--- config.mk ---
export PLATFORM = sky130hd
export DESIGN_NAME = fuse_rd_ctrl
export DESIGN_NICKNAME = d
export VERILOG_FILES = /design/src/rtl/fuse_rd_pkg.sv /design/src/rtl/fuse_rd_regs.sv /design/src/rtl/fuse_rd_seq.sv /design/src/rtl/fuse_rd_capture.sv /design/src/rtl/fuse_rd_ctrl.sv
export SDC_FILE = /design/constraint.sdc
export NUM_CORES = 1
export LEC_CHECK = 0
export ABC_AREA = 1
export BUFFER_PORTS_ARGS = -buffer_cell sky130_fd_sc_hd__buf_2
export CELL_PAD_IN_SITES_DETAIL_PLACEMENT = 0
export CELL_PAD_IN_SITES_GLOBAL_PLACEMENT = 2
export CORE_UTILIZATION = 34
export DETAILED_ROUTE_END_ITERATION = 8
export PLACE_DENSITY = 0.78
export SETUP_SLACK_MARGIN = 0.1
export SLEW_MARGIN = 15
export SYNTH_ARGS = -nofsm -noshare
export SYNTH_HDL_FRONTEND = slang
export SYNTH_SLANG_ARGS = --single-unit
export TNS_END_PERCENT = 100
--- constraint.sdc ---
create_clock -name clk -period 19.1 [get_ports clk]
set_clock_uncertainty 0.15 [all_clocks]
set_input_delay 1.91 -clock clk [delete_from_list [all_inputs] [get_ports clk]]
set_output_delay 1.91 -clock clk [all_outputs]
set_load 0.1 [all_outputs]
--- src/rtl/fuse_rd_pkg.sv ---
package fuse_rd_pkg;

  // register word indices (byte offset / 4)
  localparam int WI_CTRL  = 0;
  localparam int WI_CFG   = 1;
  localparam int WI_STAT  = 2;
  localparam int WI_DATA0 = 3;

  // control field positions
  localparam int CT_ADDR_LSB = 21;
  localparam int CT_LEN_LSB  = 16;
  localparam int CT_PG_BIT   = 15;
  localparam int CT_WR_BIT   = 1;
  localparam int CT_RD_BIT   = 0;
  localparam int CT_ADDR_W   = 10;
  localparam int CT_LEN_W    = 5;

  // configuration fields
  localparam int          CF_IRQ_BIT  = 31;
  localparam int          CF_RADJ_LSB = 20;
  localparam int          CF_RSTR_LSB = 16;
  localparam logic [31:0] CF_MASK     = 32'h80FF_FFFF;

  localparam int ST_RDONE_BIT = 0;

  typedef struct packed {
    logic [CT_ADDR_W-1:0] addr;
    logic [CT_LEN_W-1:0]  len;
    logic                 pg;
    logic                 wr;
    logic                 rd;
  } ctrl_t;

endpackage

--- src/rtl/fuse_rd_regs.sv ---
module fuse_rd_regs
  import fuse_rd_pkg::*;
#(
  parameter int WIN_WORDS = 8,
  parameter int BUS_AW    = 6
) (
  input  logic                    clk,
  input  logic                    rst_n,
  input  logic                    bus_wen,
  input  logic [BUS_AW-1:0]       bus_addr,
  input  logic [31:0]             bus_wdata,
  output logic [31:0]             bus_rdata,
  input  logic                    busy,
  input  logic                    done_pulse,
  input  logic [WIN_WORDS*32-1:0] window,
  output logic                    start,
  output logic [CT_ADDR_W-1:0]    req_addr,
  output logic [CT_LEN_W-1:0]     req_len,
  output logic [CT_LEN_W-1:0]     cur_len,
  output logic [3:0]              rd_adj,
  output logic [3:0]              rd_str,
  output logic                    irq
);

  localparam int WI_W = BUS_AW - 2;

  logic [WI_W-1:0] wi;
  logic            wr_ctrl, wr_cfg, wr_stat;
  ctrl_t           ctrl_q, ctrl_d, ctrl_wr;
  logic [31:0]     cfg_q, cfg_d;
  logic            done_q, done_d;
  logic            unused_addr;

  assign wi          = bus_addr[BUS_AW-1:2];
  assign unused_addr = ^bus_addr[1:0];
  assign wr_ctrl     = bus_wen && (wi == WI_W'(WI_CTRL));
  assign wr_cfg      = bus_wen && (wi == WI_W'(WI_CFG));
  assign wr_stat     = bus_wen && (wi == WI_W'(WI_STAT));
  assign start       = wr_ctrl && !busy && bus_wdata[CT_RD_BIT];

  always_comb begin
    ctrl_wr.addr = bus_wdata[CT_ADDR_LSB +: CT_ADDR_W];
    ctrl_wr.len  = bus_wdata[CT_LEN_LSB +: CT_LEN_W];
    ctrl_wr.pg   = bus_wdata[CT_PG_BIT];
    ctrl_wr.wr   = bus_wdata[CT_WR_BIT];
    ctrl_wr.rd   = bus_wdata[CT_RD_BIT];
  end

  // next-state
  always_comb begin
    ctrl_d = ctrl_q;
    if (wr_ctrl && !busy) ctrl_d = ctrl_wr;
    if (done_pulse)       ctrl_d.rd = 1'b0;

    cfg_d = cfg_q;
    if (wr_cfg) cfg_d = bus_wdata & CF_MASK;

    done_d = done_q;
    if (wr_stat && bus_wdata[ST_RDONE_BIT]) done_d = 1'b0;
    if (start)                              done_d = 1'b0;
    if (done_pulse)                         done_d = 1'b1;
  end

  // registers
  always_ff @(posedge clk or negedge rst_n) begin
    if (!rst_n) begin
      ctrl_q <= '0;
      cfg_q  <= '0;
      done_q <= 1'b0;
    end else begin
      ctrl_q <= ctrl_d;
      cfg_q  <= cfg_d;
      done_q <= done_d;
    end
  end

  assign req_addr = ctrl_d.addr;
  assign req_len  = ctrl_d.len;
  assign cur_len  = ctrl_q.len;
  assign rd_adj   = cfg_q[CF_RADJ_LSB +: 4];
  assign rd_str   = cfg_q[CF_RSTR_LSB +: 4];
  assign irq      = cfg_q[CF_IRQ_BIT] && done_q;

  // read mux
  always_comb begin
    bus_rdata = '0;
    if (wi == WI_W'(WI_CTRL)) begin
      bus_rdata[CT_ADDR_LSB +: CT_ADDR_W] = ctrl_q.addr;
      bus_rdata[CT_LEN_LSB +: CT_LEN_W]   = ctrl_q.len;
      bus_rdata[CT_PG_BIT]                = ctrl_q.pg;
      bus_rdata[CT_WR_BIT]                = ctrl_q.wr;
      bus_rdata[CT_RD_BIT]                = ctrl_q.rd;
    end else if (wi == WI_W'(WI_CFG)) begin
      bus_rdata = cfg_q;
    end else if (wi == WI_W'(WI_STAT)) begin
      bus_rdata[ST_RDONE_BIT] = done_q;
    end else begin
      for (int n = 0; n < WIN_WORDS; n++) begin
        if (wi == WI_W'(WI_DATA0 + n)) bus_rdata = window[32*n +: 32];
      end
    end
  end

  AST_RD_SELF_CLEAR: assert property (@(posedge clk) disable iff (!rst_n)
    done_pulse |=> (!ctrl_q.rd && done_q));
  AST_BUSY_CTRL_HELD: assert property (@(posedge clk) disable iff (!rst_n)
    (busy && wr_ctrl) |=> (ctrl_q.addr == $past(ctrl_q.addr) && ctrl_q.len == $past(ctrl_q.len)));
  AST_IRQ_NEEDS_DONE: assert property (@(posedge clk) disable iff (!rst_n)
    irq |-> done_q);

endmodule

--- src/rtl/fuse_rd_seq.sv ---
module fuse_rd_seq #(
  parameter int FUSE_AW = 9,
  parameter int ACC_MAX = 16,
  localparam int IDX_W  = $clog2(ACC_MAX)
) (
  input  logic               clk,
  input  logic               rst_n,
  input  logic               start,
  input  logic [FUSE_AW-1:0] base_in,
  input  logic [IDX_W-1:0]   last_in,
  input  logic [3:0]         adj_in,
  input  logic [3:0]         str_in,
  output logic               busy,
  output logic [FUSE_AW-1:0] fuse_addr,
  output logic               fuse_strobe,
  output logic               cap_valid,
  output logic [IDX_W-1:0]   cap_idx,
  output logic               done_pulse
);

  localparam int CYC_W = 6;

  logic               busy_q, busy_d;
  logic [CYC_W-1:0]   cyc_q, cyc_d, last_cyc;
  logic [IDX_W-1:0]   acc_q, acc_d, last_q, last_d;
  logic [3:0]         adj_q, adj_d, str_q, str_d;
  logic [FUSE_AW-1:0] base_q, base_d;
  logic               at_end;

  assign last_cyc = CYC_W'(adj_q) + CYC_W'(str_q) + CYC_W'(4);
  assign at_end   = busy_q && (cyc_q == last_cyc);

  always_comb begin
    busy_d = busy_q;
    cyc_d  = cyc_q;
    acc_d  = acc_q;
    last_d = last_q;
    adj_d  = adj_q;
    str_d  = str_q;
    base_d = base_q;
    if (start) begin
      busy_d = 1'b1;
      cyc_d  = '0;
      acc_d  = '0;
      last_d = last_in;
      adj_d  = adj_in;
      str_d  = str_in;
      base_d = base_in;
    end else if (at_end) begin
      cyc_d = '0;
      if (acc_q == last_q) busy_d = 1'b0;
      else                 acc_d  = acc_q + IDX_W'(1);
    end else if (busy_q) begin
      cyc_d = cyc_q + CYC_W'(1);
    end
  end

  always_ff @(posedge clk or negedge rst_n) begin
    if (!rst_n) begin
      busy_q <= 1'b0;
      cyc_q  <= '0;
      acc_q  <= '0;
      last_q <= '0;
      adj_q  <= '0;
      str_q  <= '0;
      base_q <= '0;
    end else begin
      busy_q <= busy_d;
      cyc_q  <= cyc_d;
      acc_q  <= acc_d;
      last_q <= last_d;
      adj_q  <= adj_d;
      str_q  <= str_d;
      base_q <= base_d;
    end
  end

  assign busy        = busy_q;
  assign fuse_addr   = base_q + FUSE_AW'(acc_q);
  assign fuse_strobe = busy_q && (cyc_q > CYC_W'(adj_q));
  assign cap_valid   = at_end;
  assign cap_idx     = acc_q;
  assign done_pulse  = at_end && (acc_q == last_q);

  AST_SETUP_LOW: assert property (@(posedge clk) disable iff (!rst_n)
    $rose(busy_q) |-> !fuse_strobe);
  AST_ADDR_STABLE: assert property (@(posedge clk) disable iff (!rst_n)
    (fuse_strobe && $past(fuse_strobe)) |-> $stable(fuse_addr));
  AST_CAP_IN_RANGE: assert property (@(posedge clk) disable iff (!rst_n)
    cap_valid |-> (cap_idx <= last_q));
  AST_DONE_IDLE: assert property (@(posedge clk) disable iff (!rst_n)
    done_pulse |=> !busy_q);

endmodule

--- src/rtl/fuse_rd_capture.sv ---
module fuse_rd_capture #(
  parameter int FUSE_W    = 16,
  parameter int WIN_WORDS = 8,
  localparam int WIN_BYTES = WIN_WORDS * 4,
  localparam int ACC_MAX   = WIN_BYTES / (FUSE_W / 8),
  localparam int IDX_W     = $clog2(ACC_MAX),
  localparam int LEN_W     = $clog2(WIN_BYTES)
) (
  input  logic                    clk,
  input  logic                    rst_n,
  input  logic                    cap_valid,
  input  logic [IDX_W-1:0]        cap_idx,
  input  logic [FUSE_W-1:0]       fuse_rdata,
  input  logic                    done_pulse,
  input  logic [LEN_W-1:0]        len,
  output logic [WIN_WORDS*32-1:0] window
);

  logic [FUSE_W-1:0]       shadow_q [ACC_MAX];
  logic [WIN_BYTES*8-1:0]  merged;
  logic [WIN_BYTES*8-1:0]  win_d;
  logic [WIN_WORDS*32-1:0] window_q;

  for (genvar k = 0; k < ACC_MAX; k++) begin : g_slot
    logic hit;
    assign hit = cap_valid && (cap_idx == IDX_W'(k));
    always_ff @(posedge clk or negedge rst_n) begin
      if (!rst_n)   shadow_q[k] <= '0;
      else if (hit) shadow_q[k] <= fuse_rdata;
    end
    assign merged[k*FUSE_W +: FUSE_W] = hit ? fuse_rdata : shadow_q[k];
  end

  for (genvar i = 0; i < WIN_BYTES; i++) begin : g_byte
    assign win_d[8*i +: 8] = (len >= LEN_W'(i)) ? merged[8*i +: 8] : 8'h00;
  end

  always_ff @(posedge clk or negedge rst_n) begin
    if (!rst_n)          window_q <= '0;
    else if (done_pulse) window_q <= win_d;
  end

  assign window = window_q;

  AST_WINDOW_HOLD: assert property (@(posedge clk) disable iff (!rst_n)
    !done_pulse |=> $stable(window_q));

endmodule

--- src/rtl/fuse_rd_ctrl.sv ---
module fuse_rd_ctrl
  import fuse_rd_pkg::*;
#(
  parameter int  BYTE_AW   = 10,
  parameter int  FUSE_W    = 16,
  parameter int  WIN_WORDS = 8,
  localparam int BUS_AW    = $clog2((WI_DATA0 + WIN_WORDS) * 4),
  localparam int FUSE_AW   = BYTE_AW - $clog2(FUSE_W / 8)
) (
  input  logic               clk,
  input  logic               rst_n,
  input  logic               bus_wen,
  input  logic [BUS_AW-1:0]  bus_addr,
  input  logic [31:0]        bus_wdata,
  output logic [31:0]        bus_rdata,
  output logic [FUSE_AW-1:0] fuse_addr,
  output logic               fuse_strobe,
  input  logic [FUSE_W-1:0]  fuse_rdata,
  output logic               irq
);

  localparam int BPF_LG    = $clog2(FUSE_W / 8);
  localparam int WIN_BYTES = WIN_WORDS * 4;
  localparam int WIN_LG    = $clog2(WIN_BYTES);
  localparam int ACC_MAX   = WIN_BYTES / (FUSE_W / 8);
  localparam int IDX_W     = $clog2(ACC_MAX);

  logic [1:0]              rst_sync_q;
  logic                    rst_int_n;
  logic                    start, busy, done_pulse, cap_valid;
  logic [IDX_W-1:0]        cap_idx;
  logic [CT_ADDR_W-1:0]    req_addr;
  logic [CT_LEN_W-1:0]     req_len, cur_len;
  logic [3:0]              rd_adj, rd_str;
  logic [WIN_WORDS*32-1:0] window;
  logic [FUSE_AW-1:0]      base;
  logic [IDX_W-1:0]        last_acc;
  logic                    unused_top;

  // asynchronous assert, synchronous release
  always_ff @(posedge clk or negedge rst_n) begin
    if (!rst_n) rst_sync_q <= 2'b00;
    else        rst_sync_q <= {rst_sync_q[0], 1'b1};
  end
  assign rst_int_n = rst_sync_q[1];

  assign base       = {req_addr[BYTE_AW-1:WIN_LG], {(WIN_LG - BPF_LG){1'b0}}};
  assign last_acc   = IDX_W'(req_len >> BPF_LG);
  assign unused_top = ^req_addr[WIN_LG-1:0];

  fuse_rd_regs #(
    .WIN_WORDS (WIN_WORDS),
    .BUS_AW    (BUS_AW)
  ) i_regs (
    .clk        (clk),
    .rst_n      (rst_int_n),
    .bus_wen    (bus_wen),
    .bus_addr   (bus_addr),
    .bus_wdata  (bus_wdata),
    .bus_rdata  (bus_rdata),
    .busy       (busy),
    .done_pulse (done_pulse),
    .window     (window),
    .start      (start),
    .req_addr   (req_addr),
    .req_len    (req_len),
    .cur_len    (cur_len),
    .rd_adj     (rd_adj),
    .rd_str     (rd_str),
    .irq        (irq)
  );

  fuse_rd_seq #(
    .FUSE_AW (FUSE_AW),
    .ACC_MAX (ACC_MAX)
  ) i_seq (
    .clk         (clk),
    .rst_n       (rst_int_n),
    .start       (start),
    .base_in     (base),
    .last_in     (last_acc),
    .adj_in      (rd_adj),
    .str_in      (rd_str),
    .busy        (busy),
    .fuse_addr   (fuse_addr),
    .fuse_strobe (fuse_strobe),
    .cap_valid   (cap_valid),
    .cap_idx     (cap_idx),
    .done_pulse  (done_pulse)
  );

  fuse_rd_capture #(
    .FUSE_W    (FUSE_W),
    .WIN_WORDS (WIN_WORDS)
  ) i_cap (
    .clk        (clk),
    .rst_n      (rst_int_n),
    .cap_valid  (cap_valid),
    .cap_idx    (cap_idx),
    .fuse_rdata (fuse_rdata),
    .done_pulse (done_pulse),
    .len        (cur_len),
    .window     (window)
  );

endmodule

==> Word-level counts from Yosys, hierarchy flattened <==
Index checks and enable logic that the tools add are counted.
{ "word_totals": {"in_bits": 57, "out_inout_bits": 43, "reg_bits": 586, "ram_bits": 0, "romBits": 0, "latchBits": 0, "mem_count": 0, "word_cells": 213} }
{ "classes": {"shift": 0, "reduce_logical": 36, "n_mul": 0, "bitwise": 0, "n_eq_ne": 28, "addsub": 5, "n_mux": 77, "div": 0, "magnitude_cmp": 33} }
{ "ops": {"columns": ["cell", "n"], "rows": [
  ["two-way mux 32 bit", 9],
  ["two-way mux 16 bit", 17],
  ["two-way mux 8 bit", 32],
  [">= comparator 5 bit, second input constant", 16],
  ["== test 4 bit, second input constant", 11],
  [">= comparator 5 x 4 -> 1 bit, second input constant", 8],
  ["== test 4 x 3 -> 1 bit, second input constant", 8],
  ["two-way mux 31 bit", 1],
  ["logical AND 1 bit", 26],
  [">= comparator 5 x 3 -> 1 bit, second input constant", 4],
  ["two-way mux 18 bit", 1],
  ["two-way mux 6 bit", 3],
  ["== test 4 x 2 -> 1 bit, second input constant", 4],
  ["two-way mux 13 bit", 1],
  ["two-way mux 4 bit", 3],
  [">= comparator 5 x 1 -> 1 bit, second input constant", 2],
  [">= comparator 5 x 2 -> 1 bit, second input constant", 2],
  ["adder 9 x 4 -> 9 bit", 1],
  ["two-way mux 1 bit", 9],
  ["== test 4 x 1 -> 1 bit, second input constant", 2],
  ["zero test 4 bit", 2],
  ["adder 6 x 1 -> 6 bit, second input constant", 1],
  ["adder 6 x 3 -> 6 bit, second input constant", 1],
  ["== test 6 bit", 1],
  ["other kinds (10)", 14]
]} }

==> Longest topological paths before layout <==
{ "depth": {"word_depth": 12, "ltp_mapped": 21, "mapped_depth_nobuf": 19} }

==> Cells and area by module <==
From an unflattened synthesis, not the netlist that was laid out.
{ "unflattened": {"hier_cells": 3555, "hier_area_um2": 28085.7} }
{ "by_module_without_submodules": {"columns": ["mod", "seq_area_each_um2", "area_each_um2", "cells_per_inst", "n_inst"], "rows": [
  ["fuse_rd_capture", 12812.3, 21645.8, 2536, 1],
  ["fuse_rd_regs", 1101.1, 4330.4, 755, 1],
  ["fuse_rd_seq", 800.8, 2052.0, 260, 1],
  ["fuse_rd_ctrl", 50.0, 57.6, 4, 1]
]} }

==> Worst setup path after synthesis <==
No wires, ideal clock.
{ "synth_timing": {"kind": "input to output", "startpoint": "input bus_addr[3]", "endpoint": "output bus_rdata[1]", "path_buffers": 1, "path_slack_ps": 13347, "t_required_ps": 17040, "arrival_time_ps": 3693, "cell_stages": 8, "path_cell_list": "nor2_1 -> inv_1 -> nor2_1 -> clkbuf_1 -> nand2_1 -> nand4_1 -> o21ai_0 -> nand3_1"} }
{ "synth_between": {"elab_chain_len": 12, "word_cells_on_any_way": 22, "cone_classes": "eq/ne (10); mux (11); reduce/logical (1)"} }
{ "synth_rtl": {"columns": ["item", "line_no", "rtl"], "rows": [
  ["start: declaration", "fuse_rd_ctrl.sv:13", "input logic [BUS_AW-1:0] bus_addr,"],
  ["== test 4 x 2 -> 1 bit", "fuse_rd_regs.sv:99", "if (wi == WI_W'(WI_DATA0 + n)) bus_rdata = window[32*n +: 32];"],
  ["two-way mux 32 bit (8 in series)", "fuse_rd_regs.sv:99", null],
  ["two-way mux 31 bit", "fuse_rd_regs.sv:95", "end else if (wi == WI_W'(WI_STAT)) begin"],
  ["two-way mux 32 bit", "fuse_rd_regs.sv:93", "end else if (wi == WI_W'(WI_CFG)) begin"],
  ["two-way mux 2 bit (*)", "fuse_rd_regs.sv:87", "if (wi == WI_W'(WI_CTRL)) begin"],
  ["end: declaration", "fuse_rd_ctrl.sv:15", "output logic [31:0] bus_rdata,"]
]} }
Every way passes the cells marked *; elsewhere a longest branch is shown, timed or not.

==> Final worst setup path <==
{ "layout_timing": {"startpoint": "input bus_addr[3]", "endpoint": "output bus_rdata[2]"} }
{ "layout_between": {"elab_chain_len": 12, "word_cells_on_any_way": 22, "cone_classes": "eq/ne (10); mux (11); reduce/logical (1)"} }
{ "layout_rtl": {"columns": ["item", "line_no"], "rows": [
  ["== test 4 x 2 -> 1 bit", "fuse_rd_regs.sv:99"],
  ["two-way mux 32 bit (8 in series)", "fuse_rd_regs.sv:99"],
  ["two-way mux 31 bit", "fuse_rd_regs.sv:95"],
  ["two-way mux 32 bit", "fuse_rd_regs.sv:93"],
  ["two-way mux 13 bit (*)", "fuse_rd_regs.sv:87"]
]} }
Marks and branches as above.

==> flow_summary.ini <==
[power_and_ir_drop]
internal-power_mw = 2.08
switching_share_pct = 25.4
power_mw = 2.80
p_sw_mw = 0.711
peakVddDrop_v = 0.0000611
power_frac_comb_pct = 7.3
pwr-share-clk_pct = 47.3
seqPwrFrac_pct = 45.4
p_leak_nw = 13.8
p_per_area_mw_per_mm2 = 95.0

[synthesis]
yosys.area_share.simple_pct = 33.5
syn_inst = 3171
synth.mux.area_fraction_pct = 0.697
synth-xor-area-share_pct = 0.407
dominantRegCellSynth = dfrtp_1
synth_nets = 3243
syn_area_mm2 = 0.0259
synth_compound_area_share_pct = 3.12
yosysWarnings = 0
synthAdderAreaFrac_pct = 0.755
yosysSeqAreaShare_pct = 56.7
async_reset_ff_share_pct = 100
synth_top_family_by_area = simple AND/OR/NAND/NOR gates
synth_seq_cells = 586
ys_types = 38
synth_edf_count = 0
avgSynthCellArea_um2 = 8.15

[place]
portBuffers = 97
dp.final_hpwl_mm = 51.7
routabilityCongestion = 0.805

[setup_path]
crit_fanout = 33
r2r_cells = 18
path_cells = buf_2, nor2_2, buf_4, inv_1, nor2_4, a21oi_1, nand4_1, o21ai_0, nand2_1, o21ai_0, nand2_1, buf_2
crit_arrival_ns = 4.99
crit_start = bus_addr[3]
critPathLaunchType = input pin
reg2reg_to = i_cap.window[19]
endpoint = bus_rdata[2]
rrSetupSlack_ns = 13.68
crit_path_end_kind = primary output
path_class = input pin to primary output
required_ns = 17.04
cpPeakStageDelay_ns = 0.85
reg2reg_from = i_seq.adj_q[0]
slowest_stage = nor2_4

[drt]
drt_wl_total_mm = 83.8
detail-route-antenna-nets = 0
remaining_drc_errors = 0
vias_per_cell = 4.99
drt_pass1_iterations = 5
drt_iter0_drc = 1774
vias = 21100
wire_per_inst_um = 19.8

[global_route]
grt_pass1_vias = 21000
antenna_found_initial = 3
grt.total_usage_pct = 21.9
gr-total-overflow = 0
grt_start_max_net_pins = 191
grt_first_pass_wirelength_mm = 130

[floorplan]
num_rows = 100
die-area_mm2 = 0.0771
coreArea_mm2 = 0.0748
ios = 100
die_w_um = 278
start_util_pct = 34.6
die-height_um = 278

[outcome]
status = finished clean

[min_path]
min_path_type = flip-flop to flip-flop

[cts]
cts_setup_buffers = 0
postCtsHoldBufs = 0
ctsLongestPathBuffers = 3
numCtsBuffers = 67
clk_root_buffer_cell = clkbuf_16
clk_pin_slew_ns = 0.06
clock_sinks = 586
cts_tree = built
postCtsResizedCells = 0
insertion_delay_ns = 0.61
htreeDepth = 3

[sta]
slew_violations = 0
setup_viol = 0
rsz0062_at_grt = no
fmax_ghz = 0.142
hold_viol_final = 0
tightest_slew_ns = 1.15
fin_crit_ns = 7.05
period_share_pct = 36.9
fin_setup_tns_ns = 0
slew_headroom_pct = 23.6

[run]
drv_cap = 0

[final_layout]
drive_gt1_share_pct = 9.13
num-nets-final = 3285
area_delta_synth_final_pct = 13.8
==> flip-flops by register name, summed over array words and instances (netlist names) <==
register and cells:
i_cap.window 256, rst_sync_q 2, i_seq.busy 1, i_seq.base_q 5, i_cap.shadow_q 256, i_seq.last_q 4
i_seq.str_q 4, i_seq.cap_idx 4, i_seq.adj_q 4, i_regs.ctrl_q 13, i_regs.cfg_q 25, i_seq.cyc_q 6
i_regs.done_q 1, i_regs.cur_len 5
==> area by class of cell <==
cell class | instances | area [um^2]
inverters | 137 | 514
fillers | 7712 | 45400
flip-flops and latches | 586 | 14700
multi-input cells | 2290 | 9990
diodes | 1 | 2.50
clock inverters | 14 | 176
repair buffers | 131 | 791
clock buffers | 105 | 2050
well taps | 969 | 1210
==> synthesized netlist by cell type, types with 14 or more instances <==
master	n	share of area (%)
buf_4	26	0.75
a21oi_1	22	0.43
nor2_1	66	0.96
nand4_1	26	0.63
or2_2	22	0.53
and2_1	24	0.58
buf_2	29	0.56
a221oi_1	19	0.64
clkbuf_1	101	1.5
mux2_2	16	0.70
dfrtp_1	586	57
nand3_1	375	7.3
nand2_1	1566	23
o21ai_0	80	1.5
inv_1	135	2.0
ha_1	14	0.68
==> power groups by stage <==
stage                     sequential [mW]  clock [mW]  combinational (mW)
after floorplan                      1.30           0               0.125
after global placement               1.29           0               0.206
after detailed placement             1.29           0               0.207
after CTS                            1.27        1.35               0.208
after global routing                 1.27        1.40               0.219
final                                1.27        1.32               0.205
==> worst min path at each step <==
stage	cells after the start	end	startpoint
floorplan	0	rst_sync_q[1]	rst_sync_q[0]
detailed placement	0	rst_sync_q[1]	rst_sync_q[0]
global route	0	rst_sync_q[1]	rst_sync_q[0]
finish	0	rst_sync_q[1]	rst_sync_q[0]
CTS	0	rst_sync_q[1]	rst_sync_q[0]
global placement	0	rst_sync_q[1]	rst_sync_q[0]
==> critical path, delay by kind of cell <==
| family | cells | cell delay [ns] |
|---|---|---|
| AOI/OAI and AO/OA | 3 | 0.48 |
| and+or+nand+nor | 5 | 1.32 |
| buffers and inverters | 4 | 1.21 |
==> stage by stage <==
step / instance area, um^2 / utilization, % / cells / hold WS, ns / setup WS, ns
after floorplan: 25900 / - / 3171 / 0.181 / 1.41
after global placement: 27200 / 36.3 / 4113 / 0.190 / 12.06
after CTS: 29400 / 39.3 / 4232 / 0.208 / 12.07
final: 29400 / 39.3 / 4233 / 0.204 / 12.05
after detailed placement: 27200 / 36.3 / 4113 / 0.190 / 12.07
after global routing: 29400 / 39.3 / 4232 / 0.209 / 11.89
==> kinds of logic (layout without fill, tap and decap cells) <==
| kind of cell | after synthesis | count (layout) |
|---|---|---|
| AND/OR/NAND/NOR | 2107 | 2107 |
| AO/OA/AOI/OAI | 139 | 139 |
| flip-flops | 586 | 586 |
| multiplexers | 16 | 16 |
| other | 1 | 2 |
| adder cells (fa/ha/maj) | 15 | 15 |
| XOR/XNOR | 12 | 12 |
| buffers and inverters | 295 | 387 |
==> cell usage in the layout, fill, tap and decap left out, drive strengths merged, types with 19 or more instances in the layout <==
cell and instances:
nand3 376, or2 22, and2 24, inv 137, nand4 26, a21oi 27
dfrtp 586, nand2 1567, buf 131, a221oi 19, nor2 80, o21ai 80
clkbuf 105
==> routing by layer <==
| metal | routed length [um] | track usage, % |
|---|---|---|
| met3 | 3940 | 2.65 |
| met4 | 1640 | 5.86 |
| met2 | 38200 | 34.1 |
| met1 | 40100 | 32.2 |
| met5 | 0 | 0 |
Power figures use the tool's default switching activity.
